<file path="config.mk">
export PLATFORM = sky130hd
export DESIGN_NAME = brc_burst_rom_ctrl
export DESIGN_NICKNAME = d
export VERILOG_FILES = /design/src/rtl/brc_pkg.sv /design/src/rtl/brc_cfg.sv /design/src/rtl/brc_addr_gen.sv /design/src/rtl/brc_wait.sv /design/src/rtl/brc_burst_rom_ctrl.sv
export SDC_FILE = /design/constraint.sdc
export NUM_CORES = 1
export LEC_CHECK = 0
export BUFFER_PORTS_ARGS = -buffer_cell sky130_fd_sc_hd__buf_2
export CORE_UTILIZATION = 53
export CTS_CLUSTER_DIAMETER = 80
export CTS_CLUSTER_SIZE = 24
export DETAILED_ROUTE_END_ITERATION = 10
export GPL_ROUTABILITY_DRIVEN = 0
export PLACE_DENSITY = 0.81
export SYNTH_ARGS = -nofsm -noshare
export SYNTH_HDL_FRONTEND = slang
export SYNTH_SLANG_ARGS = --single-unit
</file>
<file path="constraint.sdc">
create_clock -name clk -period 3.9 [get_ports clk]
set_clock_uncertainty 0.15 [all_clocks]
set_input_delay 0.39 -clock clk [delete_from_list [all_inputs] [get_ports clk]]
set_output_delay 0.39 -clock clk [all_outputs]
set_load 0.05 [all_outputs]
</file>
<file path="src/rtl/brc_pkg.sv">
`timescale 1ns/1ps
package brc_pkg;
    localparam int BUS_MAX_W  = 32;
    localparam int LINE_OFF_W = 5;
    localparam logic [2:0] TYPE_BURST = 3'b010;

    typedef enum logic [2:0] {
        ST_IDLE, ST_SETUP, ST_FIRST, ST_BEAT, ST_HOLD,
        ST_WSETUP, ST_WSTROBE, ST_WHOLD
    } brc_state_e;

    // log2 of the bus width in bytes; code 3 is treated as 32-bit
    function automatic logic [1:0] width_shift(input logic [1:0] code);
        return (code == 2'd3) ? 2'd2 : code;
    endfunction
endpackage

</file>
<file path="src/rtl/brc_cfg.sv">
`timescale 1ns/1ps
module brc_cfg
    import brc_pkg::*;
(
    input  logic [2:0] if_type,
    input  logic [1:0] bus_w,
    input  logic [2:0] bst,
    output logic [1:0] shift,
    output logic [4:0] line_m1,
    output logic [4:0] burst_m1
);
    logic [2:0] max_code;
    logic [2:0] eff_code;
    logic [5:0] burst_len;

    always_comb begin
        shift     = width_shift(bus_w);
        line_m1   = 5'd31 >> shift;
        max_code  = 3'd3 - {1'b0, shift};
        eff_code  = (bst > max_code) ? max_code : bst;
        burst_len = 6'd4 << eff_code;
        if (if_type == TYPE_BURST) begin
            burst_m1 = 5'(burst_len - 6'd1);
        end else begin
            burst_m1 = 5'd0;
        end
    end
endmodule

</file>
<file path="src/rtl/brc_addr_gen.sv">
`timescale 1ns/1ps
module brc_addr_gen (
    input  logic       clk,
    input  logic       rst_n,
    input  logic       load,
    input  logic [4:0] start_idx,
    input  logic [4:0] load_mask,
    input  logic       step,
    input  logic [4:0] run_mask,
    input  logic [1:0] shift,
    output logic [4:0] offset
);
    logic [4:0] idx_q;

    always_ff @(posedge clk or negedge rst_n) begin
        if (!rst_n) begin
            idx_q <= '0;
        end else if (load) begin
            idx_q <= start_idx & load_mask;
        end else if (step) begin
            idx_q <= (idx_q + 5'd1) & run_mask;
        end
    end

    assign offset = (idx_q & run_mask) << shift;
endmodule

</file>
<file path="src/rtl/brc_wait.sv">
`timescale 1ns/1ps
module brc_wait #(
    parameter int WAIT_W = 4
) (
    input  logic              clk,
    input  logic              rst_n,
    input  logic              active,
    input  logic              min1,
    input  logic [WAIT_W-1:0] wait_cfg,
    input  logic              ready,
    output logic              ok
);
    logic [WAIT_W-1:0] cnt_q;
    logic [WAIT_W-1:0] need;

    always_comb begin
        need = (min1 && wait_cfg == '0) ? WAIT_W'(1) : wait_cfg;
        ok   = active && (cnt_q >= need) && ((wait_cfg == '0) || ready);
    end

    always_ff @(posedge clk or negedge rst_n) begin
        if (!rst_n) begin
            cnt_q <= '0;
        end else if (!active || ok) begin
            cnt_q <= '0;
        end else if (cnt_q != '1) begin
            cnt_q <= cnt_q + WAIT_W'(1);
        end
    end
endmodule

</file>
<file path="src/rtl/brc_burst_rom_ctrl.sv">
`timescale 1ns/1ps
module brc_burst_rom_ctrl
    import brc_pkg::*;
#(
    parameter int ADDR_W = 24,
    parameter int WAIT_W = 4
) (
    input  logic                 clk,
    input  logic                 rst_n,
    input  logic                 req,
    input  logic                 req_we,
    input  logic [ADDR_W-1:0]    req_addr,
    input  logic [BUS_MAX_W-1:0] req_wdata,
    input  logic [2:0]           if_type,
    input  logic [1:0]           bus_w,
    input  logic [2:0]           bst,
    input  logic [WAIT_W-1:0]    wait_cfg,
    input  logic                 rom_ready,
    input  logic [BUS_MAX_W-1:0] rom_din,
    output logic                 rom_cs,
    output logic                 rom_rd,
    output logic                 rom_we,
    output logic [ADDR_W-1:0]    rom_addr,
    output logic [BUS_MAX_W-1:0] rom_dout,
    output logic                 rom_dout_en,
    output logic                 busy,
    output logic                 done,
    output logic                 rd_valid,
    output logic [BUS_MAX_W-1:0] rd_data,
    output logic [4:0]           rd_offset
);
    localparam int BASE_W = ADDR_W - LINE_OFF_W;

    brc_state_e state_q, state_d;

    logic [1:0]           cfg_shift, shift_q;
    logic [4:0]           cfg_line_m1, line_m1_q;
    logic [4:0]           cfg_burst_m1, burst_m1_q;
    logic [WAIT_W-1:0]    wait_q;
    logic [BASE_W-1:0]    base_q;
    logic [ADDR_W-1:0]    waddr_q;
    logic [BUS_MAX_W-1:0] wdata_q;
    logic [4:0]           beat_cnt_q, burst_cnt_q;
    logic                 line_end_q;
    logic                 valid_q;
    logic [BUS_MAX_W-1:0] data_q;
    logic [4:0]           off_q;

    logic       accept, accept_rd, cap, burst_last, step;
    logic       strobe_active, wait_ok;
    logic [4:0] offset;
    logic [BUS_MAX_W-1:0] width_mask;

    brc_cfg i_cfg (
        .if_type (if_type),
        .bus_w   (bus_w),
        .bst     (bst),
        .shift   (cfg_shift),
        .line_m1 (cfg_line_m1),
        .burst_m1(cfg_burst_m1)
    );

    brc_addr_gen i_addr (
        .clk      (clk),
        .rst_n    (rst_n),
        .load     (accept_rd),
        .start_idx(req_addr[4:0] >> cfg_shift),
        .load_mask(cfg_line_m1),
        .step     (step),
        .run_mask (line_m1_q),
        .shift    (shift_q),
        .offset   (offset)
    );

    brc_wait #(.WAIT_W(WAIT_W)) i_wait (
        .clk     (clk),
        .rst_n   (rst_n),
        .active  (strobe_active),
        .min1    (state_q == ST_BEAT),
        .wait_cfg(wait_q),
        .ready   (rom_ready),
        .ok      (wait_ok)
    );

    always_comb begin
        accept        = (state_q == ST_IDLE) && req;
        accept_rd     = accept && !req_we;
        strobe_active = (state_q == ST_FIRST) || (state_q == ST_BEAT) ||
                        (state_q == ST_WSTROBE);
        cap           = wait_ok && ((state_q == ST_FIRST) || (state_q == ST_BEAT));
        burst_last    = (burst_cnt_q == burst_m1_q);
        step          = (cap && !burst_last) || ((state_q == ST_HOLD) && !line_end_q);
        unique case (shift_q)
            2'd0:    width_mask = BUS_MAX_W'(32'h0000_00FF);
            2'd1:    width_mask = BUS_MAX_W'(32'h0000_FFFF);
            default: width_mask = '1;
        endcase
    end

    // next-state logic
    always_comb begin
        state_d = state_q;
        unique case (state_q)
            ST_IDLE:    if (req) state_d = req_we ? ST_WSETUP : ST_SETUP;
            ST_SETUP:   state_d = ST_FIRST;
            ST_FIRST,
            ST_BEAT:    if (cap) state_d = burst_last ? ST_HOLD : ST_BEAT;
            ST_HOLD:    state_d = line_end_q ? ST_IDLE : ST_SETUP;
            ST_WSETUP:  state_d = ST_WSTROBE;
            ST_WSTROBE: if (wait_ok) state_d = ST_WHOLD;
            ST_WHOLD:   state_d = ST_IDLE;
            default:    state_d = ST_IDLE;
        endcase
    end

    // state register
    always_ff @(posedge clk or negedge rst_n) begin
        if (!rst_n) state_q <= ST_IDLE;
        else        state_q <= state_d;
    end

    // datapath registers
    always_ff @(posedge clk or negedge rst_n) begin
        if (!rst_n) begin
            shift_q     <= '0;
            line_m1_q   <= '0;
            burst_m1_q  <= '0;
            wait_q      <= '0;
            base_q      <= '0;
            waddr_q     <= '0;
            wdata_q     <= '0;
            beat_cnt_q  <= '0;
            burst_cnt_q <= '0;
            line_end_q  <= 1'b0;
            valid_q     <= 1'b0;
            data_q      <= '0;
            off_q       <= '0;
        end else begin
            valid_q <= cap;
            if (accept) begin
                shift_q    <= cfg_shift;
                line_m1_q  <= cfg_line_m1;
                burst_m1_q <= cfg_burst_m1;
                wait_q     <= wait_cfg;
                base_q     <= req_addr[ADDR_W-1:LINE_OFF_W];
                waddr_q    <= req_addr;
                wdata_q    <= req_wdata;
                beat_cnt_q <= '0;
                line_end_q <= 1'b0;
            end
            if (state_q == ST_SETUP) begin
                burst_cnt_q <= '0;
            end
            if (cap) begin
                data_q      <= rom_din & width_mask;
                off_q       <= offset;
                burst_cnt_q <= burst_cnt_q + 5'd1;
                beat_cnt_q  <= beat_cnt_q + 5'd1;
                if (beat_cnt_q == line_m1_q) line_end_q <= 1'b1;
            end
        end
    end

    // outputs
    always_comb begin
        rom_cs      = 1'b0;
        rom_rd      = 1'b0;
        rom_we      = 1'b0;
        rom_dout_en = 1'b0;
        done        = 1'b0;
        rom_addr    = {base_q, offset};
        unique case (state_q)
            ST_IDLE:    ;
            ST_SETUP:   rom_cs = 1'b1;
            ST_FIRST,
            ST_BEAT:    begin rom_cs = 1'b1; rom_rd = 1'b1; end
            ST_HOLD:    begin rom_cs = 1'b1; done = line_end_q; end
            ST_WSETUP:  begin rom_cs = 1'b1; rom_dout_en = 1'b1; rom_addr = waddr_q; end
            ST_WSTROBE: begin rom_cs = 1'b1; rom_dout_en = 1'b1; rom_we = 1'b1; rom_addr = waddr_q; end
            ST_WHOLD:   begin rom_cs = 1'b1; rom_dout_en = 1'b1; done = 1'b1; rom_addr = waddr_q; end
            default:    ;
        endcase
        busy      = (state_q != ST_IDLE);
        rom_dout  = wdata_q;
        rd_valid  = valid_q;
        rd_data   = data_q;
        rd_offset = off_q;
    end
endmodule

</file>
==> results.md <==
- Setup repair after global routing missed its margin: false
- Busiest grt layer: met2
- TritonCTS clock tree: done
- EDFF count, synth: 0
- Largest stage delay, worst path: 0.58 ns
- Fmax: ~350 MHz
- Leakage: between 4 and 5 nW
- Power Density: 988 nW/um^2
- Synth top area share: 54.1%
- Starting Density: 55.2%
- Fill cells: 900
- Worst-Skew Late Latency: 0.41 ns
- Pin count of the biggest net entering global routing: 83
- Vias per cell: 5.15
- Final hold vios: 0
- Synthesized flop and latch total: about 130
- Largest area contributor in the netlist: dfrtp_1
- Post-CTS setup buffer count: 0
- Root Driver: clkbuf_16
- Met3 Use GR: 7.65%
- Most frequent cells in the layout: 289 x nand2_1, 203 x buf_2, 131 x dfrtp_1
- Core area: about 11,000 sq um
- Startpoint type of the worst setup path: flop
- Met1 usage: between 30% and 40%
- Vias in the first global route: just under 5,000
- Critical Path RT: 4.04 ns
- Crit. End Element: flop
- Clock Pin Slew Worst Setup and Hold Paths: around 0.060 ns
- Setup CP Type: flop to flop
- Number of CTS-inserted buffers: 17
- Synth unique cells: 47
- Slew @ Worst Pin: 1.04 ns
- Die Y: 109 um
- Layout cells sized above 1: 28.4%
- Hold Path Class: primary input to asynchronous set/reset pin
- Standard-cell rows: 38
- Width of the die: 109 um
- Final setup fails: 0
- Clk sinks: roughly 130
- Crit Path Max Fanout: 24
- Grt ovf: 0
- Die area: 11,900 sq um
- Avg Cell Area, Syn: slightly below 9 sq um
- Status: completed
- Slew headroom: 30.6%
- Mapped cell area: 6060 sq um
- Critical path, cell by cell: nor2b_4, nand3_1, nand2_1, ha_1, nor2b_1, o21ai_1, nand3_2, inv_2, a22oi_2, mux2_1
- Mapped Nets: 815
- Max rail drop VDD: ~580 uV
- Share of the cycle needed by the critical path after routing: 73.2%
- First-pass GRT wire length: 23.1 mm
- Synth area leaders: dfrtp_1 54%, nand2_1 18%, nand3_1 4.2%
- DPL Wire Length: approximately 9.9 mm
- Overall Global Routing Usage: around 25%
- Mapped Cells: 699
- Port-buffer cells: 204
- Most common flop cell mapped by yosys: dfrtp_1
- Critical-path top delay cell: dfrtp_1
- Area growth, synth to finish: 26.6%
- Cts hold-fix bufs: 0
- Initial antenna violation count: 0
- Post-CTS resize count: 0
- Nets: 988
- Max_cap viols: 0
- DRT iter0 DRCs: 379
- CTS max path bufs: 2
- Util after Layout: 69.8%
- Setup TNS: 0 ns
- Routed WL: 14.2 mm
- Remaining DRCs: 0
- Wire length per cell: 13.9 um
- CP arrival: 2.99 ns
- Htree depth: 4
- Routed Antenna Nets: 0
- Most common cell after layout, fill and taps aside: nand2_1
- Yosys warns: 0
- Sequential area share after synthesis: 54.1%
- I/O pin count: approximately 200
- Pins over their slew limit: 0
- Fin crit period: 2.86 ns
- # diodes: 0
- Drt pass-1 iters: 5
- Post-synth ARST share: 100%
- DR vias: 5,281
- GR Layer Usage met2: 39.6%
[stage by stage]
step | cell area [sq um] | instances | hold WS [ns] | total power, W | setup slack (ns)
after floorplan | 6060 | 699 | -0.0556 | 0.00520 | 0.865
after global placement | 7090 | 993 | 0.295 | 0.00597 | 1.11
after detailed placement | 7090 | 993 | 0.300 | 0.00605 | 1.05
after CTS | 7670 | 1025 | 0.00640 | 0.00762 | 1.03
after global routing | 7670 | 1025 | 0.00465 | 0.00805 | 0.698
final | 7670 | 1025 | 0.0126 | 0.00757 | 1.04
[synthesized netlist by cell type, drive strengths merged (2+ instances only)]
| cell | instances |
|---|---|
| nand3b | 4 |
| buf | 15 |
| nand2b | 4 |
| nor3 | 8 |
| o2111ai | 2 |
| and3 | 3 |
| dfrtp | 131 |
| xnor2 | 6 |
| nand3 | 53 |
| o21ai | 30 |
| or2 | 3 |
| ha | 11 |
| o21a | 3 |
| nand2 | 289 |
| a21o | 2 |
| clkbuf | 41 |
| a21oi | 11 |
| o31ai | 3 |
| mux2i | 9 |
| or3 | 6 |
| mux2 | 7 |
| inv | 14 |
| nor2b | 4 |
| nor2 | 18 |
| xor2 | 8 |
[logic make-up (layout without fill, tap and decap cells)]
logic type | after synthesis | in the layout | share of synthesized area (%)
simple gates | 397 | 397 | 27.8
buf+inv | 70 | 256 | 4.73
mux | 16 | 16 | 2.79
flops | 131 | 131 | 54.1
fa+ha+maj | 11 | 11 | 2.27
compound gates | 60 | 60 | 6.26
xor+xnor | 14 | 14 | 2.02
[flip-flops by register name, indices dropped and copies added, names as in the netlist, 2 cells and up]
name and flops:
state_q 3, burst_m1_q 4, waddr_q 5, burst_cnt_q 5
rom_dout 32, rd_data 32, beat_cnt_q 5, i_wait.cnt_q 4
base_q 19, rd_offset 5, wait_q 4, shift_q 2
i_addr.idx_q 5, line_m1_q 4
[metal layers]
metal  share of wire [%]  up-vias
met4                 1.3        0
met3                 8.0       16
li1                    -     2589
met5                   0        -
met2                  47      203
met1                  43     2473
[worst max-delay path: cells and delay by family, from the launching register on]
kind	cells	cell delay, ns
multiplexers	1	0.36
AND/OR/NAND/NOR	5	0.94
flip-flops	1	0.58
AO/OA/AOI/OAI	2	0.41
buffers and inverters	1	0.08
adder cells (fa/ha/maj)	1	0.22
[power by group]
part	switching [W]	internal, W	total, W
registers	0.000474	0.00193	0.00240
clock network	0.000590	0.000958	0.00155
logic	0.00273	0.000899	0.00362
total	0.00379	0.00378	0.00757
[path summary, 6_finish.rpt]
path                                         start                          end  slack [ns]  depth (start not counted)
hold reg to reg            rd_data[31]$_DFFE_PN0P_      rd_data[31]$_DFFE_PN0P_        0.31                          2
min in group clk                       req_addr[5]        base_q[0]$_DFFE_PN0P_        0.01                          3
setup reg to reg            state_q[1]$_DFFE_PN0P_  i_addr.idx_q[1]$_DFFE_PN0P_        1.04                         10
max in group asynchronous                    rst_n       waddr_q[2]$_DFFE_PN0P_        2.77                          2
hold / removal                               rst_n       rd_data[2]$_DFFE_PN0P_        0.01                          1
setup / recovery            state_q[1]$_DFFE_PN0P_  i_addr.idx_q[1]$_DFFE_PN0P_        1.04                         10
[layout make-up]
| cell class | count | area [sq um] | share of cell area [%] |
|---|---|---|---|
| Sequential cell | 131 | 3280 | 42.7 |
| Multi-Input combinational cell | 498 | 2500 | 32.6 |
| Timing Repair Buffer | 210 | 1080 | 14.1 |
| Clock buffer | 20 | 447 | 5.82 |
| Tap cell | 140 | 175 | 2.28 |
| Clock inverter | 12 | 133 | 1.73 |
| Inverter | 14 | 52.6 | 0.685 |
No activity file was read; power rests on OpenSTA's default activity.
